[src/rtl/avg_sar_pkg.sv]
package avg_sar_pkg;

    // Controller sequencing states.
    typedef enum logic [1:0] {
        ST_IDLE = 2'd0,
        ST_AVG  = 2'd1,
        ST_UPD  = 2'd2,
        ST_FIN  = 2'd3
    } sar_state_e;

endpackage

[src/rtl/avg_sar_window.sv]
// Reference counter: marks the last cycle of a 2^M sample window.
module avg_sar_window #(
    parameter int CNT_W = 16,
    parameter int M_W   = 5
) (
    input  logic           clk,
    input  logic           rst,
    input  logic           clr,
    input  logic           en,
    input  logic [M_W-1:0] m_eff,
    output logic           last
);

    logic [CNT_W-1:0] ref_q;
    logic [CNT_W:0]   lim_ext;
    logic [CNT_W-1:0] limit;

    always_comb begin
        lim_ext = ({{CNT_W{1'b0}}, 1'b1} << m_eff) - {{CNT_W{1'b0}}, 1'b1};
        limit   = lim_ext[CNT_W-1:0];
    end

    assign last = en && (ref_q == limit);

    always_ff @(posedge clk) begin
        if (rst || clr) begin
            ref_q <= '0;
        end else if (en) begin
            ref_q <= last ? '0 : ref_q + 1'b1;
        end
    end

endmodule

[src/rtl/avg_sar_vote.sv]
// Data counter and majority decision flip-flop.
module avg_sar_vote #(
    parameter int CNT_W = 16,
    parameter int M_W   = 5
) (
    input  logic           clk,
    input  logic           rst,
    input  logic           clr,
    input  logic           en,
    input  logic           last,
    input  logic           cmp,
    input  logic [M_W-1:0] m_eff,
    output logic           decision
);

    logic [CNT_W:0] hi_q;
    logic [CNT_W:0] total;
    logic [CNT_W:0] half;
    logic [M_W-1:0] m_less;

    always_comb begin
        m_less = m_eff - {{(M_W-1){1'b0}}, 1'b1};
        half   = {{CNT_W{1'b0}}, 1'b1} << m_less;
        total  = hi_q + {{CNT_W{1'b0}}, cmp};
    end

    always_ff @(posedge clk) begin
        if (rst || clr) begin
            hi_q <= '0;
        end else if (en && cmp) begin
            hi_q <= hi_q + 1'b1;
        end
    end

    always_ff @(posedge clk) begin
        if (rst) begin
            decision <= 1'b0;
        end else if (en && last) begin
            decision <= (total > half);
        end
    end

endmodule

[src/rtl/avg_sar_reg.sv]
// Successive approximation register, one slice per bit.
module avg_sar_reg #(
    parameter int W     = 16,
    parameter int IDX_W = 4
) (
    input  logic             clk,
    input  logic             rst,
    input  logic             load_msb,
    input  logic             update,
    input  logic             keep,
    input  logic [IDX_W-1:0] idx,
    output logic [W-1:0]     code
);

    for (genvar b = 0; b < W; b++) begin : g_bit
        always_ff @(posedge clk) begin
            if (rst) begin
                code[b] <= 1'b0;
            end else if (load_msb) begin
                code[b] <= (b == W - 1);
            end else if (update) begin
                if (int'(idx) == b) begin
                    code[b] <= keep;
                end else if (int'(idx) == b + 1) begin
                    code[b] <= 1'b1;
                end
            end
        end
    end

endmodule

[src/rtl/avg_sar_ctrl.sv]
module avg_sar_ctrl
    import avg_sar_pkg::*;
#(
    parameter int DAC_W = 16,
    parameter int M_MAX = 16,
    parameter int MSEL_W = 5
) (
    input  logic              clk,
    input  logic              rst,
    input  logic              start,
    input  logic [MSEL_W-1:0] m_sel,
    input  logic              cmp_in,
    output logic [DAC_W-1:0]  dac_code,
    output logic              busy,
    output logic              done
);

    localparam int IDX_W = $clog2(DAC_W);
    localparam int M_W   = $clog2(M_MAX + 1);

    sar_state_e       state_q, state_d;
    logic [IDX_W-1:0] idx_q;
    logic [M_W-1:0]   m_q;
    logic [M_W-1:0]   m_clamp;

    logic load_msb, cnt_clr, cnt_en, sar_upd, win_last, vote;

    // Clamp of the requested window exponent.
    always_comb begin
        if (m_sel == '0) begin
            m_clamp = M_W'(1);
        end else if (int'(m_sel) > M_MAX) begin
            m_clamp = M_W'(M_MAX);
        end else begin
            m_clamp = M_W'(m_sel);
        end
    end

    // Next state.
    always_comb begin
        state_d = state_q;
        unique case (state_q)
            ST_IDLE: if (start)        state_d = ST_AVG;
            ST_AVG:  if (win_last)     state_d = ST_UPD;
            ST_UPD:  state_d = (idx_q == '0) ? ST_FIN : ST_AVG;
            ST_FIN:  state_d = ST_IDLE;
            default: state_d = ST_IDLE;
        endcase
    end

    // State register and sequencing registers.
    always_ff @(posedge clk) begin
        if (rst) begin
            state_q <= ST_IDLE;
            idx_q   <= '0;
            m_q     <= M_W'(1);
        end else begin
            state_q <= state_d;
            if (state_q == ST_IDLE && start) begin
                idx_q <= IDX_W'(DAC_W - 1);
                m_q   <= m_clamp;
            end else if (state_q == ST_UPD && idx_q != '0) begin
                idx_q <= idx_q - 1'b1;
            end
        end
    end

    // Outputs and control strobes.
    always_comb begin
        load_msb = 1'b0;
        cnt_clr  = 1'b0;
        cnt_en   = 1'b0;
        sar_upd  = 1'b0;
        busy     = 1'b1;
        done     = 1'b0;
        unique case (state_q)
            ST_IDLE: begin
                busy     = 1'b0;
                load_msb = start;
                cnt_clr  = start;
            end
            ST_AVG: cnt_en = 1'b1;
            ST_UPD: begin
                sar_upd = 1'b1;
                cnt_clr = 1'b1;
            end
            ST_FIN: done = 1'b1;
            default: busy = 1'b0;
        endcase
    end

    avg_sar_window #(.CNT_W(M_MAX), .M_W(M_W)) win_i (
        .clk   (clk),
        .rst   (rst),
        .clr   (cnt_clr),
        .en    (cnt_en),
        .m_eff (m_q),
        .last  (win_last)
    );

    avg_sar_vote #(.CNT_W(M_MAX), .M_W(M_W)) vote_i (
        .clk      (clk),
        .rst      (rst),
        .clr      (cnt_clr),
        .en       (cnt_en),
        .last     (win_last),
        .cmp      (cmp_in),
        .m_eff    (m_q),
        .decision (vote)
    );

    avg_sar_reg #(.W(DAC_W), .IDX_W(IDX_W)) sar_i (
        .clk      (clk),
        .rst      (rst),
        .load_msb (load_msb),
        .update   (sar_upd),
        .keep     (vote),
        .idx      (idx_q),
        .code     (dac_code)
    );

endmodule

[config.mk]
export PLATFORM = sky130hd
export DESIGN_NAME = avg_sar_ctrl
export DESIGN_NICKNAME = d
export VERILOG_FILES = /design/src/rtl/avg_sar_pkg.sv /design/src/rtl/avg_sar_window.sv /design/src/rtl/avg_sar_vote.sv /design/src/rtl/avg_sar_reg.sv /design/src/rtl/avg_sar_ctrl.sv
export SDC_FILE = /design/constraint.sdc
export NUM_CORES = 1
export LEC_CHECK = 0
export ABC_CLOCK_PERIOD_IN_PS = 3900
export BUFFER_PORTS_ARGS = -buffer_cell sky130_fd_sc_hd__buf_2
export CORE_ASPECT_RATIO = 0.9
export CORE_MARGIN = 2
export CORE_UTILIZATION = 49
export CTS_CLUSTER_DIAMETER = 100
export DETAILED_ROUTE_END_ITERATION = 10
export GPL_TIMING_DRIVEN = 1
export PLACE_DENSITY = 0.67
export SLEW_MARGIN = 10
export SYNTH_ARGS = -nofsm -noshare
export SYNTH_HDL_FRONTEND = slang
export SYNTH_SLANG_ARGS = --single-unit
[constraint.sdc]
create_clock -name clk -period 3.9 [get_ports clk]
set_input_delay 0.78 -clock clk [delete_from_list [all_inputs] [get_ports clk]]
set_output_delay 0.78 -clock clk [all_outputs]
set_load 0.02 [all_outputs]
==> results.md <==
- Status: completed
- Nets: approximately 560
- Synth cell count leaders: 61 x dfxtp_1, 60 x nor2_1, 48 x nand2_1
- Arrival time at the worst endpoint: 3650 ps
- Clock-pin transition on the worst setup and hold timing paths: approximately 90 ps
- Worst slew margin: roughly half
- Post-synth ARST share: 0%
- Simple-gate share of the synthesized area: 28.6%
- Fin Hold WS: between 400 and 500 ps
- Int Power: 1.08 mW
- Net Sw Power: 0.438 mW
- Yosys Warn Count: 0
- DR iter-0 viols: approximately 250
- Mapped Area: a little over 4000 um^2
- Fmax: a little under 300 MHz
- Leading register cell type out of synthesis: dfxtp_1
- Vias in the first global route: around 3300
- Adder-cell share of the synthesized area: about 8.1%
- Post_cts resized: 0
- Clock Tree Buf Depth: 2
- Initial antenna violation count: 0
- Via count: approximately 3600
- Multi-input combinational cell area: ~2600 um^2
- Storage element area: approximately 1200 um^2
- Die Span Y: 90.1 um
- Clk pwr share: 43.9%
- Leakage: roughly 1.8 nW
- CTS root buf: clkbuf_8
- Yosys reg bits: 61
- Share of layout cells above drive strength 1: between 10% and 20%
- Slew at the pin closest to its max-slew limit: approximately 760 ps
- Final WS setup: between 400 and 500 ps
- Max-cap violations: 0
- Post-CTS Hold Fix Bufs: 0
- Max FO, Critical Path: 15
- H-tree depth: 3
- Synth Area in XOR/XNOR: roughly 11%
- GRT Util Overall: roughly 22%
- DRC Markers: 0
- TNS Setup: 0 ps
- Mux cell area share after synthesis: 1.55%
- Final hold violations: 0
- Area delta synth->final: 9.87%
- Synth top area share: a little under a third
- Die Span X: roughly 100 um
- Clk_lat worst skew: around 360 ps
- Post-Syn Nets: roughly 540
- WL per Instance: around 15 um
- WP data required: about 4000 ps
- Post-synth EDFFs: 0
- Final wirelength: 9.41 mm
- Net Sw Frac: 28.8%
- First-pass GRT wire length: between 15 and 20 mm
- Pre-CTS WS: 235 ps
- Top cell type by total area after synthesis: dfxtp_1
- Most common cell in the netlist: dfxtp_1
- Routability cong.: 0.859
- Avg Cell Area, Syn: 7.94 um^2
- Antenna viol nets, final: 0
- Max Slew Vio Count: 0
- Drt via density: between 5 and 6
- Fin util: between 50% and 60%
- Main combinational cell family by area after synthesis: simple AND/OR/NAND/NOR gates
- Clock sinks: 61
- Initial Util: between 50 and 60%
- Placement Cell Area: roughly 4200 um^2
- Critical path class: register to register
- Clock Skews: 9.63 ps
- Combinational share of power: a little over an eighth
- Total gr overflow: 0
- Flop pwr share: ~43%
- Cell area after layout: ~4400 um^2
- Power Total: approximately 1.5 mW
- CORE AREA: between 8000 and 9000 um^2
- Worst hold path class: register to register
- RSZ-0062 raised after global routing: no
- Sequential-to-total area share from yosys stat: around 30%
- Placed insts: 610
- Finish-stage setup viols: 0
- Crit end category: register
- Worst vdd ir: 196 uV
- Diodes inserted: 0
- Drt pass-1 iters: 4
- Ports: 27
- IO buf count: 26
- Layout Cells excl Fill: approximately 630
- Mapped Cells: 508
- Post-DP HPWL: a little under 7 mm
- Row count: 31
- Pwr dens: 343 nW/um^2
- Fillers: 775
- Crit path launch type: register
- Final min period: ~3400 ps
- Total CTS buffers: 9
- Crit share post-route: around nine tenths
- Largest net degree at the start of global routing: 23
- Compound-Gate Fraction of Synth Area: around 16%
- Yosys cell types: 63
- Post CTS Setup Buffer Count: 0
- Top cells by area, synth: dfxtp_1 30%, ha_1 8.1%, xor2_1 5.6%
- Die area: roughly 9000 um^2
- CTS tree: done
critical path: stages, from the launching register on:
cell       delay, ps
dfxtp_1          410
nand2b_1         230
nor2b_1          200
inv_1             60
ha_1             340
or4_1            450
a21oi_1          200
o21a_1           150
o2111ai_1        160
or4_4            640
nor2_8           130
buf_4            240
nor3_1            90
cell families after synthesis:
logic type                 Yosys count
and+or+nand+nor                    228
AOI/OAI and AO/OA                   99
DFF                                 61
xor gates and xnor gates            48
buffers and inverters               40
adders and majority gates           26
muxes                                6
cells in the final DEF (no fill, tap or decap), drive strengths merged, types with 10 or more instances in the layout:
master  netlist  final
nor2         62     62
dfxtp        61     61
nand2        48     48
buf          10     35
o21ai        14     14
xnor2        20     20
inv           8     12
ha           26     26
nand2b       10     10
a21oi        36     36
nor3         26     26
nand4        12     12
nand3        26     26
xor2         26     26
power by group through the flow:
| stage | clock network (mW) | logic (mW) | registers (mW) |
|---|---|---|---|
| global placement | 0 | 0.197 | 0.664 |
| floorplan | 0 | 0.156 | 0.659 |
| CTS | 0.687 | 0.201 | 0.650 |
| finish | 0.668 | 0.202 | 0.650 |
| detailed placement | 0 | 0.200 | 0.665 |
| global route | 0.709 | 0.228 | 0.652 |
flip-flops by register name, indices dropped and copies added (netlist names):
signal and count:
sar_i.code 16, idx_q 4, vote_i.decision 1, state_q 2
win_i.ref_q 16, vote_i.hi_q 17, m_q 5
per-layer routing:
layer  share of wire [%]  GRT usage, %  up-vias  wire (um)
met1                  48          32.2     1628       4530
met3                 8.4          6.07        8        792
met5                   0             0        -          0
met2                  42          32.8       86       3980
li1                    -             -     1834          -
met4                 1.1          6.28        0        108
area by class of cell:
type | count | share of cell area [%]
clock inverters | 7 | 2.34
inverters | 8 | 0.678
multi-input cells | 407 | 59.4
well taps | 99 | 2.80
flip-flops and latches | 61 | 27.6
repair buffers | 35 | 4.46
clock buffers | 9 | 2.80
final timing paths:
| check | end | start | depth (start not counted) | slack, ps |
|---|---|---|---|---|
| max | win_i.ref_q[6]$_SDFFE_PP0N_ | m_q[4]$_SDFFE_PP0P_ | 12 | 460 |
| min | sar_i.code[8]$_SDFFE_PP0P_ | sar_i.code[8]$_SDFFE_PP0P_ | 2 | 460 |
| max reg2reg | win_i.ref_q[6]$_SDFFE_PP0N_ | m_q[4]$_SDFFE_PP0P_ | 12 | 460 |
| min reg2reg | sar_i.code[8]$_SDFFE_PP0P_ | sar_i.code[8]$_SDFFE_PP0P_ | 2 | 460 |
Power figures use the tool's default switching activity.
